--- src/rtl/crt_pkg.sv ---
package crt_pkg;

   typedef enum logic {
      MODE_RELOAD  = 1'b0,
      MODE_CAPTURE = 1'b1
   } crt_mode_e;

   typedef struct packed {
      logic set;
      logic we;
      logic wd;
   } flag_ctl_t;

endpackage

--- src/rtl/crt_trig_sync.sv ---
module crt_trig_sync #(
   parameter int STAGES = 2
) (
   input  logic clk,
   input  logic rst_n,
   input  logic pin,
   output logic fall
);
   logic [STAGES-1:0] chain_q;
   logic              last_q;

   for (genvar s = 0; s < STAGES; s++) begin : g_stage
      if (s == 0) begin : g_first
         always_ff @(posedge clk or negedge rst_n) begin
            if (!rst_n) chain_q[0] <= 1'b1;
            else        chain_q[0] <= pin;
         end
      end else begin : g_rest
         always_ff @(posedge clk or negedge rst_n) begin
            if (!rst_n) chain_q[s] <= 1'b1;
            else        chain_q[s] <= chain_q[s-1];
         end
      end
   end

   always_ff @(posedge clk or negedge rst_n) begin
      if (!rst_n) last_q <= 1'b1;
      else        last_q <= chain_q[STAGES-1];
   end

   assign fall = last_q & ~chain_q[STAGES-1];
endmodule

--- src/rtl/crt_counter.sv ---
module crt_counter #(
   parameter int BYTE_W    = 8,
   parameter int NUM_BYTES = 2
) (
   input  logic                          clk,
   input  logic                          rst_n,
   input  logic [NUM_BYTES-1:0]          byte_we,
   input  logic [BYTE_W-1:0]             wdata,
   input  logic                          reload_now,
   input  logic [BYTE_W*NUM_BYTES-1:0]   reload_val,
   input  logic                          step_en,
   input  logic                          dir_down,
   input  crt_pkg::crt_mode_e            mode,
   output logic [BYTE_W*NUM_BYTES-1:0]   cnt,
   output logic                          term_evt
);
   localparam int CW = BYTE_W * NUM_BYTES;
   localparam logic [CW-1:0] ALL_ONES = '1;

   logic [CW-1:0] cnt_q;
   logic [CW-1:0] step_val;
   logic          at_end;
   logic          any_we;

   assign any_we = |byte_we;

   always_comb begin
      if (!dir_down) begin
         at_end = (cnt_q == ALL_ONES);
         if (at_end)
            step_val = (mode == crt_pkg::MODE_CAPTURE) ? '0 : reload_val;
         else
            step_val = cnt_q + 1'b1;
      end else begin
         at_end   = (cnt_q == reload_val);
         step_val = at_end ? ALL_ONES : cnt_q - 1'b1;
      end
   end

   assign term_evt = step_en & ~any_we & ~reload_now & at_end;

   for (genvar b = 0; b < NUM_BYTES; b++) begin : g_byte
      always_ff @(posedge clk or negedge rst_n) begin
         if (!rst_n)
            cnt_q[b*BYTE_W +: BYTE_W] <= '0;
         else if (byte_we[b])
            cnt_q[b*BYTE_W +: BYTE_W] <= wdata;
         else if (!any_we) begin
            if (reload_now)
               cnt_q[b*BYTE_W +: BYTE_W] <= reload_val[b*BYTE_W +: BYTE_W];
            else if (step_en)
               cnt_q[b*BYTE_W +: BYTE_W] <= step_val[b*BYTE_W +: BYTE_W];
         end
      end
   end

   assign cnt = cnt_q;
endmodule

--- src/rtl/crt_capreg.sv ---
module crt_capreg #(
   parameter int BYTE_W    = 8,
   parameter int NUM_BYTES = 2
) (
   input  logic                        clk,
   input  logic                        rst_n,
   input  logic [NUM_BYTES-1:0]        byte_we,
   input  logic [BYTE_W-1:0]           wdata,
   input  logic                        grab,
   input  logic [BYTE_W*NUM_BYTES-1:0] grab_val,
   output logic [BYTE_W*NUM_BYTES-1:0] cap
);
   for (genvar b = 0; b < NUM_BYTES; b++) begin : g_byte
      always_ff @(posedge clk or negedge rst_n) begin
         if (!rst_n)
            cap[b*BYTE_W +: BYTE_W] <= '0;
         else if (grab)
            cap[b*BYTE_W +: BYTE_W] <= grab_val[b*BYTE_W +: BYTE_W];
         else if (byte_we[b])
            cap[b*BYTE_W +: BYTE_W] <= wdata;
      end
   end
endmodule

--- src/rtl/crt_flag.sv ---
module crt_flag (
   input  logic               clk,
   input  logic               rst_n,
   input  crt_pkg::flag_ctl_t ctl,
   output logic               q
);
   always_ff @(posedge clk or negedge rst_n) begin
      if (!rst_n)      q <= 1'b0;
      else if (ctl.set) q <= 1'b1;
      else if (ctl.we)  q <= ctl.wd;
   end
endmodule

--- src/rtl/capture_reload_timer.sv ---
module capture_reload_timer #(
   parameter int BYTE_W      = 8,
   parameter int NUM_BYTES   = 2,
   parameter int SYNC_STAGES = 2
) (
   input  logic                        clk,
   input  logic                        rst_n,
   input  logic                        run,
   input  logic                        tick,
   input  logic                        dir_down,
   input  logic                        cap_mode,
   input  logic                        ext_en,
   input  logic                        trig_in,
   input  logic                        rx_baud,
   input  logic                        tx_baud,
   input  logic                        irq_en,
   input  logic [NUM_BYTES-1:0]        cnt_byte_we,
   input  logic [NUM_BYTES-1:0]        cap_byte_we,
   input  logic [BYTE_W-1:0]           wr_data,
   input  logic                        ovf_wr,
   input  logic                        ext_wr,
   input  logic                        flag_wdata,
   output logic [BYTE_W*NUM_BYTES-1:0] count,
   output logic [BYTE_W*NUM_BYTES-1:0] capture,
   output logic                        ovf_flag,
   output logic                        ext_flag,
   output logic                        irq
);
   localparam int CW = BYTE_W * NUM_BYTES;

   if (BYTE_W < 1) begin : g_bad_byte
      $error("BYTE_W must be at least 1");
   end
   if (NUM_BYTES < 1) begin : g_bad_nb
      $error("NUM_BYTES must be at least 1");
   end
   if (SYNC_STAGES < 2) begin : g_bad_sync
      $error("SYNC_STAGES must be at least 2");
   end

   crt_pkg::crt_mode_e mode;
   crt_pkg::flag_ctl_t ovf_ctl, ext_ctl;
   logic trig_fall, ext_hit, cap_grab, reload_now, step_en, term_evt;

   assign mode       = crt_pkg::crt_mode_e'(cap_mode);
   assign ext_hit    = trig_fall & ext_en;
   assign cap_grab   = ext_hit & (mode == crt_pkg::MODE_CAPTURE);
   assign reload_now = ext_hit & (mode == crt_pkg::MODE_RELOAD);
   assign step_en    = run & tick;

   crt_trig_sync #(.STAGES(SYNC_STAGES)) u_sync (
      .clk  (clk),
      .rst_n(rst_n),
      .pin  (trig_in),
      .fall (trig_fall)
   );

   crt_counter #(.BYTE_W(BYTE_W), .NUM_BYTES(NUM_BYTES)) u_cnt (
      .clk       (clk),
      .rst_n     (rst_n),
      .byte_we   (cnt_byte_we),
      .wdata     (wr_data),
      .reload_now(reload_now),
      .reload_val(capture),
      .step_en   (step_en),
      .dir_down  (dir_down),
      .mode      (mode),
      .cnt       (count),
      .term_evt  (term_evt)
   );

   crt_capreg #(.BYTE_W(BYTE_W), .NUM_BYTES(NUM_BYTES)) u_cap (
      .clk     (clk),
      .rst_n   (rst_n),
      .byte_we (cap_byte_we),
      .wdata   (wr_data),
      .grab    (cap_grab),
      .grab_val(count),
      .cap     (capture)
   );

   assign ovf_ctl = '{set: term_evt & ~(rx_baud | tx_baud), we: ovf_wr, wd: flag_wdata};
   assign ext_ctl = '{set: ext_hit, we: ext_wr, wd: flag_wdata};

   crt_flag u_ovf (.clk(clk), .rst_n(rst_n), .ctl(ovf_ctl), .q(ovf_flag));
   crt_flag u_ext (.clk(clk), .rst_n(rst_n), .ctl(ext_ctl), .q(ext_flag));

   assign irq = irq_en & (ovf_flag | ext_flag);
endmodule

--- config.mk ---
export PLATFORM = sky130hd
export DESIGN_NAME = capture_reload_timer
export DESIGN_NICKNAME = d
export VERILOG_FILES = /design/src/rtl/crt_pkg.sv /design/src/rtl/crt_trig_sync.sv /design/src/rtl/crt_counter.sv /design/src/rtl/crt_capreg.sv /design/src/rtl/crt_flag.sv /design/src/rtl/capture_reload_timer.sv
export SDC_FILE = /design/constraint.sdc
export NUM_CORES = 1
export LEC_CHECK = 0
export BUFFER_PORTS_ARGS = -buffer_cell sky130_fd_sc_hd__buf_4
export CAP_MARGIN = 20
export CORE_ASPECT_RATIO = 1.25
export CORE_UTILIZATION = 40
export CTS_BUF_LIST = sky130_fd_sc_hd__clkbuf_8
export CTS_CLUSTER_SIZE = 28
export DETAILED_ROUTE_END_ITERATION = 8
export GPL_ROUTABILITY_DRIVEN = 0
export GPL_TIMING_DRIVEN = 0
export SLEW_MARGIN = 20
export SYNTH_ARGS = -nofsm -noshare
export SYNTH_HDL_FRONTEND = slang
export SYNTH_SLANG_ARGS = --single-unit
--- constraint.sdc ---
create_clock -name clk -period 2.45 [get_ports clk]
set_input_delay 0.49 -clock clk [delete_from_list [all_inputs] [get_ports clk]]
set_output_delay 0.49 -clock clk [all_outputs]
set_load 0.01 [all_outputs]
* Word-level counts from Yosys, hierarchy flattened *
Index checks and enable logic that the tools add are counted.

operators by class
  $add $sub $neg = 2
  order comparisons = 0
  multipliers = 0
  shift operators = 0
  div/mod/pow operators = 0
  equal/unequal tests = 4
  reduce and logical (&&, ||, !) cells = 9
  mux-type cells = 21
  bitwise logic cells = 17

operators by type and width
  cell                     number
  $mux W8                  12
  $mux W16                 4
  $add A16 B1 Y16 const B  1
  $eq A16 B16 Y1           1
  $eq A16 B16 Y1 const B   1
  $sub A16 B1 Y16 const B  1
  $and A1 B1 Y1            10
  $reduce_bool A2 Y1       4
  $reduce_bool A3 Y1       2
  $mux W1                  5
  $not A1 Y1               5
  $ne A2 B2 Y1 const B     2
  $reduce_and A2 Y1        2
  $or A1 B1 Y1             2
  $reduce_or A2 Y1         1

storage, ports and cells
  memories = 0
  register bits = 37
  RAM bits = 0
  output and inout bits = 35
  latch bits = 0
  word-level logic and storage cells = 62
  ROM bits = 0
  input bits = 26

* Logic depth before layout (Yosys ltp) *
  depth after elaboration = 9
  gate-level depth with buffers = 9
  gate-level depth less buffers = 8

* Cells and area by module *
From an unflattened synthesis, not the netlist that was laid out.

second synthesis, totals
  cells, all modules = 340
  area total of the unflattened synthesis = 2,995.4 µm²

modules (own cells, without submodules)
  module                sequential area each (µm²)  area an instance (µm²)  times used  cells each
  crt_counter           400.4                       2,031.9                 1           255
  crt_capreg            400.4                       742.0                   1           69
  crt_trig_sync         78.8                        92.6                    1           4
  crt_flag              25.0                        40.0                    2           3
  capture_reload_timer  0.0                         48.8                    1           6

* Least setup slack after synthesis *
OpenSTA, ideal clock, no wires.

  kind = flip-flop to flip-flop
  from = register u_cnt.cnt_q[1] (netlist: u_cnt.cnt[1])
  to = register u_cnt.cnt_q[8] (netlist: u_cnt.cnt[8])
  clock period less this slack = 2.131 ns
  arrival = 2.005 ns
  path buffers = 1
  stages on the path, launching flop included = 10
  setup time = 0.126 ns
  path slack = 0.319 ns
  required time = 2.324 ns
  cell sequence = dfrtp_1 -> clkbuf_1 -> inv_1 -> ha_1 -> or3b_2 -> nor2b_1 -> nor2b_1 -> xor2_1 -> o221ai_1 -> nand2_1

on the way
  cells in the longest elaborated chain, start to end = 7
  elaborated cells on any way between the ends = 11
  those cells by class = 2 x add/sub; 2 x eq/ne; 7 x mux

RTL lines
  what                                           RTL line                              source
  start, declared                                crt_counter.sv:20                     logic [CW-1:0] cnt_q;
  start signal, assigned by index                crt_counter.sv:47                     cnt_q[b*BYTE_W +: BYTE_W] <= wdata;
  start signal, assigned by index                crt_counter.sv:50                     cnt_q[b*BYTE_W +: BYTE_W] <= reload_val[b*BYTE_W +: BYTE_W];
  start signal, assigned by index                crt_counter.sv:52                     cnt_q[b*BYTE_W +: BYTE_W] <= step_val[b*BYTE_W +: BYTE_W];
  $add A16 B1 Y16, or another cell as far along  crt_counter.sv:33                     step_val = cnt_q + 1'b1;
  $mux W16 (on tied branches)                    crt_counter.sv:30, crt_counter.sv:36
  $mux W16 (*)                                   crt_counter.sv:28                     if (!dir_down) begin
  $mux W8 (*)                                    crt_counter.sv:51                     else if (step_en)
  $mux W8 (*)                                    crt_counter.sv:49                     if (reload_now)
  $mux W8 (*)                                    crt_counter.sv:48                     else if (!any_we) begin
  $mux W8 (*)                                    crt_counter.sv:46                     else if (byte_we[b])

Mark *: on every way between the ends. The rest lies on a longest branch, timed or not. The select of a mux whose other input is x is not followed.
A chain may end at the register's enable or synchronous reset.

* Worst setup path after layout *
  from = register u_cnt.cnt_q[1] (netlist: u_cnt.cnt[1])
  to = register u_cnt.cnt_q[12] (netlist: u_cnt.cnt[12])

The elaborated chain is that of the path after synthesis.

==> flow_summary.ini <==
[route]
drc_errors = 0
vias = 2874
viasPerCell = 5.91
ant_nets = 0
wire_per_inst_um = 18.6
drtPass1Iterations = 6
wl_mm = 9.02
drtIter0Drc = 347

[sta]
worstMarginPinSlew_ns = 0.675
fin_ws_ns = 0.173
slew_headroom_pct = 54.6
setup_viol = 0
fin_worst_skew_ns = 0.00885
fmax_mhz = 439
timing.final.crit_share_pct = 92.9
rsz0062_at_grt = no
maxSlewViolCount = 0
hold_viol = 0
fin_crit_ns = 2.28

[global_route]
use_met1_pct = 32.8
met2_usage_pct = 44.2
grt_antenna_before_repair = 0
grt_pass1_vias = 2804
grt.overflow.total = 0
grt_max_degree = 38
grt_pass1_wl_mm = 14.8
gr-usage-met3_pct = 3.79
grt_busiest_layer = met2
track_usage_pct = 26.0

[floorplan]
initial_core_util_pct = 41.0
rows = 34
coreArea_sq_um = 6930
die_w_um = 77.4
io_pins = 61
dieArea_sq_um = 7460
fp.dieH_um = 96.3

[cells_and_area]
drive_above_1_share_pct = 25.5
final_common_cell = buf_4
areaGrowthSynthToFinish_pct = 23.4
nets = 423
final_cell_count_no_fill = 486
diodes = 0
layout_common_cells = buf_4, nor2_1, dfrtp_1, a21oi_1, xor2_1

[placed_design]
pre_cts_ws_ns = -0.0353
port_buffers = 56
dpl.hpwl_mm = 6.82
dp.cells = 476

[clock_tree]
h-tree-depth = 2
cts_buffer_depth = 2
cts_buffers = 5
clkSinkCount = 37
cts-root-buf = clkbuf_8
cts_tree = yes
clock_latency_ns = 0.30
clk_pin_slew_worst_paths_ns = 0.08

[setup_path]
endpoint = u_cnt.cnt[12]$_DFFE_PN0P_
cp_top_family = simple AND/OR/NAND/NOR gates
path_depth = 9
r2r-start = u_cnt.cnt[1]$_DFFE_PN0P_
critPathLaunch = u_cnt.cnt[1]$_DFFE_PN0P_
worstPathBufferInverterCount = 2
crit_path_max_fanout = 8
crit_path_start_kind = register
cp_data_required_time_ns = 2.61
reg2regPathDepth = 9
end_kind = register
crit_arrival_ns = 2.44
r2r-end = u_cnt.cnt[12]$_DFFE_PN0P_
critPathSlowestCell = or3b_2
cp_cell_sequence = clkbuf_2, inv_1, ha_1, or3b_2, nor2b_4, nand3b_1, xnor2_1, o21ai_0, o21ai_1
cpPeakStageDelay_ns = 0.53
crit_type = reg -> reg
reg2reg_setup_slack_ns = 0.17

[yosys]
synthesis.nets = 358
synthArstFlopShare_pct = 100
synth_edf_count = 0
syn_inst = 330
seq_area_frac_synth_pct = 32.7
synth-seq-cells = 37
syn_area_sq_um = 2850
yosys_most_used_dff = dfrtp_1
netlist-cell-type-count = 54
avgSynthCellArea_sq_um = 8.62
ys_warn_count = 0

[pwr]
ir_drop_mv = 0.291
p_per_area_nw_per_um2 = 543
leakagePower_nw = 1.52

[outcome]
status = completed

[run]
maxCapViolations = 0

[worst_hold_path]
hp-class = in -> async
==> state kept, by name, indices dropped and copies added (netlist names) <==
register and cells:
u_ext.q 1, u_cap.cap 16, u_ovf.q 1, u_sync.chain_q 2
u_cnt.cnt 16, u_sync.last_q 1
==> repair_timing <==
action / in CTS / in global routing
endpoints found under the hold margin: 0 / 0
pin swaps: 0 / 2
gates resized for setup: 3 / 1
setup buffers: 0 / 2
hold buffers: 0 / 0
setup endpoints to repair: 7 / 10
==> synthesized netlist by cell type (3+ instances only) <==
cell type	count	area, sq um
nor2_1	35	131
dfrtp_1	34	851
a21oi_1	30	150
xor2_1	21	184
nand2_1	20	75.1
mux2i_1	18	180
nand3_1	15	75.1
xnor2_1	15	131
clkbuf_1	13	48.8
nor3_1	11	55.1
a222oi_1	9	90.1
o21ai_0	9	45.0
buf_2	8	40.0
inv_1	8	30.0
buf_4	7	52.6
nor4_1	7	43.8
a221oi_1	5	43.8
a31oi_1	4	25.0
nor2b_1	4	25.0
nor3b_1	4	30.0
o221ai_1	4	35.0
a31o_2	3	26.3
dfstp_2	3	78.8
nand4_1	3	18.8
==> layer usage <==
| layer | wire length, um | part of all wire, % |
|---|---|---|
| met2 | 4510 | 50 |
| met3 | 516 | 5.7 |
| met5 | 0 | 0 |
| met1 | 3760 | 42 |
| met4 | 233 | 2.6 |
==> cells by family (layout without fill, tap and decap cells) <==
group,after synthesis,after routing,synth area share (%)
adder cells (fa/ha/maj),2,2,0.879
flip-flops,37,37,32.7
multiplexers,18,18,6.33
AND/OR/NAND/NOR,116,116,22.6
AO/OA/AOI/OAI,83,83,20.1
XOR/XNOR,36,36,11.1
buffers and inverters,38,104,6.29
==> power by group <==
part	switching (mW)	internal, mW	total (mW)	leakage (nW)
sequential	0.0853	0.681	0.766	0.434
combinational	0.364	0.289	0.653	1.03
clock	0.232	0.255	0.487	0.0542
total	0.682	1.22	1.91	1.52
==> stage by stage <==
step | area [sq um] | hold WS [ns] | util [%] | setup TNS, ns | power [mW]
final | 3510 | 0.149 | 50.6 | 0 | 1.91
after floorplan | 2850 | 0.194 | - | 0 | 1.15
after detailed placement | 3380 | 0.349 | 48.7 | -0.0955 | 1.42
after global placement | 3380 | 0.347 | 48.7 | -0.125 | 1.41
after CTS | 3490 | 0.171 | 50.3 | 0 | 1.91
after global routing | 3510 | 0.185 | 50.6 | 0 | 2.02
==> how the worst min path moves through the flow <==
stage / from / endpoint / slack [ns]
floorplan: rst_n / u_cap.cap[0]$_DFFE_PN0P_ / 0.19
global placement: u_sync.chain_q[0]$_DFF_PN1_ / u_sync.chain_q[1]$_DFF_PN1_ / 0.35
detailed placement: u_sync.chain_q[0]$_DFF_PN1_ / u_sync.chain_q[1]$_DFF_PN1_ / 0.35
CTS: rst_n / u_cnt.cnt[4]$_DFFE_PN0P_ / 0.17
global route: rst_n / u_cnt.cnt[6]$_DFFE_PN0P_ / 0.18
finish: rst_n / u_cnt.cnt[4]$_DFFE_PN0P_ / 0.15
==> final cells by class <==
| class | instances | area (sq um) |
|---|---|---|
| Buffer | 30 | 150 |
| Clock buffer | 7 | 96.3 |
| Clock inverter | 1 | 5.00 |
| Fill cell | 694 | 3420 |
| Inverter | 8 | 30.0 |
| Multi-Input combinational cell | 255 | 1750 |
| Sequential cell | 37 | 930 |
| Tap cell | 90 | 113 |
| Timing Repair Buffer | 58 | 435 |
(Power assumes the default switching activity.)
